`config.mk`:
```
export PLATFORM = sky130hd
export DESIGN_NAME = nrzi_stuff_link
export DESIGN_NICKNAME = d
export VERILOG_FILES = /design/src/rtl/line_codec_pkg.sv /design/src/rtl/tx_stuff_ctrl.sv /design/src/rtl/nrzi_line_drv.sv /design/src/rtl/rx_unstuff.sv /design/src/rtl/nrzi_stuff_link.sv
export SDC_FILE = /design/constraint.sdc
export NUM_CORES = 1
export LEC_CHECK = 0
export BUFFER_PORTS_ARGS = -buffer_cell sky130_fd_sc_hd__buf_2
export CAP_MARGIN = 20
export CORE_AREA = 2 2 39 41
export CTS_BUF_LIST = sky130_fd_sc_hd__clkbuf_4 sky130_fd_sc_hd__clkbuf_8
export DETAILED_ROUTE_END_ITERATION = 8
export DIE_AREA = 0 0 41 43
export PLACE_DENSITY = 0.71
export SLEW_MARGIN = 0
export SYNTH_ARGS = -nofsm -noshare
export SYNTH_HDL_FRONTEND = slang
export SYNTH_SLANG_ARGS = --single-unit
```
`constraint.sdc`:
```
create_clock -name clk -period 1.7 [get_ports clk]
set_clock_uncertainty 0.2 [all_clocks]
set_input_delay 0.085 -clock clk [delete_from_list [all_inputs] [get_ports clk]]
set_output_delay 0.085 -clock clk [all_outputs]
set_load 0.01 [all_outputs]
```
`src/rtl/line_codec_pkg.sv`:
```
package line_codec_pkg;
  // Idle (J) line level; encoding starts from here.
  localparam logic J_LEVEL = 1'b1;

  // What the transmitter puts on the line in a given cycle.
  typedef enum logic [1:0] {
    SLOT_HOLD  = 2'd0,  // no bit slot: keep level
    SLOT_IDLE  = 2'd1,  // bit slot, nothing to send: go to J
    SLOT_DATA  = 2'd2,  // bit slot carrying an accepted data bit
    SLOT_STUFF = 2'd3   // bit slot carrying an inserted zero
  } slot_kind_e;
endpackage

```
`src/rtl/tx_stuff_ctrl.sv`:
```
module tx_stuff_ctrl
  import line_codec_pkg::*;
#(
  parameter int RUN_LEN = 6
) (
  input  logic       clk,
  input  logic       rst_n,
  input  logic       bit_en,
  input  logic       tx_valid,
  input  logic       tx_data,
  output logic       tx_ready,
  output slot_kind_e slot_kind,
  output logic       slot_bit
);
  localparam int CW = $clog2(RUN_LEN + 1);
  localparam logic [CW-1:0] RUN_MAX = CW'(RUN_LEN);

  logic [CW-1:0] run_q, run_d;
  logic          stuff_due;

  assign stuff_due = (run_q == RUN_MAX);
  assign tx_ready  = bit_en && !stuff_due;

  always_comb begin
    run_d     = run_q;
    slot_kind = SLOT_HOLD;
    slot_bit  = 1'b1;
    if (bit_en) begin
      if (stuff_due) begin
        slot_kind = SLOT_STUFF;
        slot_bit  = 1'b0;
        run_d     = '0;
      end else if (tx_valid) begin
        slot_kind = SLOT_DATA;
        slot_bit  = tx_data;
        run_d     = tx_data ? run_q + CW'(1) : '0;
      end else begin
        slot_kind = SLOT_IDLE;
        run_d     = '0;
      end
    end
  end

  always_ff @(posedge clk or negedge rst_n) begin
    if (!rst_n) run_q <= '0;
    else        run_q <= run_d;
  end
endmodule

```
`src/rtl/nrzi_line_drv.sv`:
```
module nrzi_line_drv
  import line_codec_pkg::*;
(
  input  logic       clk,
  input  logic       rst_n,
  input  slot_kind_e slot_kind,
  input  logic       slot_bit,
  output logic       line_p,
  output logic       line_n
);
  logic level_q, level_d;

  always_comb begin
    level_d = level_q;
    case (slot_kind)
      SLOT_DATA, SLOT_STUFF: if (!slot_bit) level_d = ~level_q;
      SLOT_IDLE:             level_d = J_LEVEL;
      default:               level_d = level_q;
    endcase
  end

  always_ff @(posedge clk or negedge rst_n) begin
    if (!rst_n) level_q <= J_LEVEL;
    else        level_q <= level_d;
  end

  assign line_p = level_q;
  assign line_n = ~level_q;
endmodule

```
`src/rtl/rx_unstuff.sv`:
```
module rx_unstuff
  import line_codec_pkg::*;
#(
  parameter int RUN_LEN = 6
) (
  input  logic clk,
  input  logic rst_n,
  input  logic rx_en,
  input  logic rx_active,
  input  logic rx_line,
  output logic rx_valid,
  output logic rx_data,
  output logic rx_stuff_err
);
  localparam int CW = $clog2(RUN_LEN + 1);
  localparam logic [CW-1:0] RUN_MAX = CW'(RUN_LEN);

  logic [CW-1:0] run_q, run_d;
  logic          prev_q, prev_d;
  logic          valid_d, data_d, err_d;
  logic          dec_bit;

  assign dec_bit = (rx_line == prev_q);

  always_comb begin
    run_d   = run_q;
    prev_d  = prev_q;
    valid_d = 1'b0;
    data_d  = 1'b0;
    err_d   = 1'b0;
    if (!rx_active) begin
      run_d  = '0;
      prev_d = J_LEVEL;
    end else if (rx_en) begin
      prev_d = rx_line;
      if (run_q == RUN_MAX) begin
        err_d = dec_bit;
        run_d = '0;
      end else begin
        valid_d = 1'b1;
        data_d  = dec_bit;
        run_d   = dec_bit ? run_q + CW'(1) : '0;
      end
    end
  end

  always_ff @(posedge clk or negedge rst_n) begin
    if (!rst_n) begin
      run_q        <= '0;
      prev_q       <= J_LEVEL;
      rx_valid     <= 1'b0;
      rx_data      <= 1'b0;
      rx_stuff_err <= 1'b0;
    end else begin
      run_q        <= run_d;
      prev_q       <= prev_d;
      rx_valid     <= valid_d;
      rx_data      <= data_d;
      rx_stuff_err <= err_d;
    end
  end
endmodule

```
`src/rtl/nrzi_stuff_link.sv`:
```
module nrzi_stuff_link
  import line_codec_pkg::*;
#(
  parameter int RUN_LEN = 6
) (
  input  logic clk,
  input  logic rst_n,
  input  logic bit_en,
  input  logic tx_valid,
  input  logic tx_data,
  output logic tx_ready,
  output logic line_p,
  output logic line_n,
  input  logic rx_en,
  input  logic rx_active,
  input  logic rx_line,
  output logic rx_valid,
  output logic rx_data,
  output logic rx_stuff_err
);
  slot_kind_e slot_kind;
  logic       slot_bit;

  tx_stuff_ctrl #(.RUN_LEN(RUN_LEN)) u_stuff (
    .clk(clk), .rst_n(rst_n), .bit_en(bit_en),
    .tx_valid(tx_valid), .tx_data(tx_data), .tx_ready(tx_ready),
    .slot_kind(slot_kind), .slot_bit(slot_bit)
  );

  nrzi_line_drv u_drv (
    .clk(clk), .rst_n(rst_n), .slot_kind(slot_kind), .slot_bit(slot_bit),
    .line_p(line_p), .line_n(line_n)
  );

  rx_unstuff #(.RUN_LEN(RUN_LEN)) u_rx (
    .clk(clk), .rst_n(rst_n), .rx_en(rx_en), .rx_active(rx_active),
    .rx_line(rx_line), .rx_valid(rx_valid), .rx_data(rx_data),
    .rx_stuff_err(rx_stuff_err)
  );
endmodule

```
==> qor.yml <==
status:
  status: "completed"
clock_tree:
  cts.reportedPaths.clkPinSlew_ns: 0.07
  numCtsBuffers: 3
  clk_latency_ns: 0.27
  cts_sinks: 11
  cts_max_path_buffers: 2
  h-tree-depth: 1
  cts-root-buf: "clkbuf_4"
  cts_setup_buffers: 0
  cts_tree: "built"
cells_and_area:
  finalInstanceArea_um2: 733
  drive_above_1_share_pct: 31.6
  layout_common_cells: "13 x buf_2, 9 x nand2_1, 9 x dfrtp_1, 7 x dlygate4sd3_1"
  num-fill-cells: 126
  layout.cells.most_common: "buf_2"
  nNetsFinal: 89
  syn_to_final_growth_pct: 33.8
  diodes: 0
worst_setup_path:
  worstPathRequired_ns: 1.70
  worstPathCellList: "inv_1, ha_1, nand2_1, or3b_4, o21ai_2"
  cp-start-kind: "flip-flop"
  critPathTopFamily: "simple AND/OR/NAND/NOR gates"
  cp.depth: 5
  critPathMaxStageDelay_ns: 0.42
  arrival_ns: 1.56
  crit_path_end_kind: "flip-flop"
  crit_type: "reg2reg"
  cp_slowest_cell: "or3b_4"
  critPathBufInv: 1
  reg2reg_depth: 5
  worst-path-max-fanout: 4
worst_hold_path:
  holdCritPathClass: "in2reg"
  hold_depth: 3
timing:
  fin_hold_ws_ns: 0.0000143
  rsz0062_at_grt: "no"
  finalHoldViolCount: 0
  fin_crit_ns: 1.56
  tightestPinTransition_ns: 0.241
  setup_viol: 0
  drv_slew: 0
  slew_headroom_pct: 83.9
  tns_ns: 0
  layout_setup_ws_ns: 0.141
  fmax_mhz: 642
  min_period_over_period_pct: 91.7
global_routing:
  grt_pass1_vias: 408
  gr-total-overflow: 0
  antenna_found_initial: 0
  grt_start_max_net_pins: 12
  grt_pass1_wl_mm: 1.57
  gr-usage-all-layers_pct: 13.5
power_and_ir_drop:
  power_uw: 565
  p_comb_share_pct: 15.2
  switching_share_pct: 24.1
  pwr-share-clk_pct: 33.6
  seqPwrFrac_pct: 51.2
  max-vdd-ir-drop_mv: 0.446
  powerDensity_nw_per_um2: 771
  intPower_uw: 429
  leakage_uw: 0.000374
  p_switching_uw: 136
yosys:
  synth_cell_type_count: 22
  synthesis.area_um2: 548
  syn_nets: 64
  yosysTopAreaCellShare_pct: 41.1
  seq_area_frac_synth_pct: 50.7
  synth.area.top_cells: "dfrtp_1 41%, dfstp_2 9.6%, ha_1 9.1%"
  synth_warnings: 0
  syn_inst: 52
  synth_top_area_cell: "dfrtp_1"
  ys_ff_latch: 11
  syn_avg_cell_area_um2: 10.5
placement:
  gp_congestion: 0.710
  io_buffers: 13
  preCtsSetupSlack_ns: 0.151
  place_area_um2: 633
drt:
  drc: 0
  wl_met2_um: 418
  wl_met1_um: 413
  drtIter0Drc: 2
  wl_um: 908
  antenna_left: 0
  first_pass_iters: 4
  routed_via_density: 4.76
  route.vias.total: 438
  highest_layer: "met4"
  avgRoutedWirePerCell_um: 9.87
  met3_length_um: 52
floorplanning:
  initial_core_util_pct: 39.6
  rows: 14
  die_x_um: 41
  dieArea_um2: 1760
  die_h_um: 43
  ios: 14
  core_area_um2: 1380
run:
  drv_cap: 0
-- sequential cells by signal, indices dropped and copies added, names as in the netlist --
register           flops
u_rx.prev_q            1
u_drv.line_p           1
u_rx.rx_stuff_err      1
u_rx.run_q             3
u_rx.rx_data           1
u_rx.rx_valid          1
u_stuff.run_q          3
-- synth_stat cells --
library cell  instances
a21boi_0              1
a21o_1                1
a21oi_1               2
and2_1                1
dfrtp_1               9
dfstp_2               2
ha_1                  4
inv_1                 4
mux2_2                1
mux2i_1               1
nand2_1               9
nand2b_1              1
nand4_1               2
nor2b_1               1
nor3_1                3
o21ai_0               2
o21ai_2               3
o22ai_1               1
o31ai_1               1
or3b_4                1
xnor2_1               1
xor2_1                1
-- through the flow --
step	util [%]	cells
5_1_grt	53.0	92
3_5_place_dp	45.8	81
3_3_place_gp	45.8	81
6_report	53.0	92
2_1_floorplan	-	52
4_1_cts	53.0	92
-- metal layers --
metal | vias up | GRT usage, %
met5 | - | 0
met4 | 0 | 10.0
met3 | 4 | 3.14
met2 | 16 | 21.3
met1 | 191 | 14.6
li1 | 227 | -
-- path summary, 6_finish.rpt --
kind / startpoint / to / slack (ns)
setup / recovery: u_rx.run_q[0] / u_rx.run_q[2] / 0.14
hold / removal: rx_line / u_rx.rx_stuff_err / 0.00001
setup reg to reg: u_rx.run_q[0] / u_rx.run_q[2] / 0.14
hold reg to reg: u_rx.run_q[0] / u_rx.run_q[0] / 0.31
max in group asynchronous: rst_n / u_drv.line_p / 1.03
min in group asynchronous: rst_n / u_rx.rx_valid / 0.01
-- power groups by stage --
stage	Combinational, uW	Clock, uW	Sequential (uW)
4_1_cts	87.7	193	289
2_1_floorplan	38.3	0	296
3_3_place_gp	73.9	0	294
5_1_grt	99.3	207	292
3_5_place_dp	75.2	0	294
6_report	86.0	190	289
-- cells by family after synthesis --
family | after synthesis | share of synthesized area, %
xor gates and xnor gates | 2 | 3.20
and+or+nand+nor | 18 | 16.7
AOI/OAI and AO/OA | 11 | 13.7
adders and majority gates | 4 | 9.13
muxes | 2 | 3.88
buffers and inverters | 4 | 2.74
DFF | 11 | 50.7
-- cell type report --
class / instances / area, um2 / area share, %
Clock buffer: 4 / 30.0 / 4.10
Inverter: 4 / 15.0 / 2.05
Multi-Input combinational cell: 37 / 255 / 34.8
Sequential cell: 11 / 278 / 37.9
Tap cell: 16 / 20.0 / 2.73
Timing Repair Buffer: 20 / 135 / 18.4
-- worst register-to-register path: stages (launching register included) --
cell and delay [ns]:
dfrtp_1 0.40, inv_1 0.06, ha_1 0.20, nand2_1 0.07, or3b_4 0.42, o21ai_2 0.14
-- repair_timing --
action,in CTS,in global routing
resized for setup,0,1
setup endpoints to repair,0,1
hold buffers,7,0
hold endpoints to repair,21,0
Power figures use the tool's default switching activity.
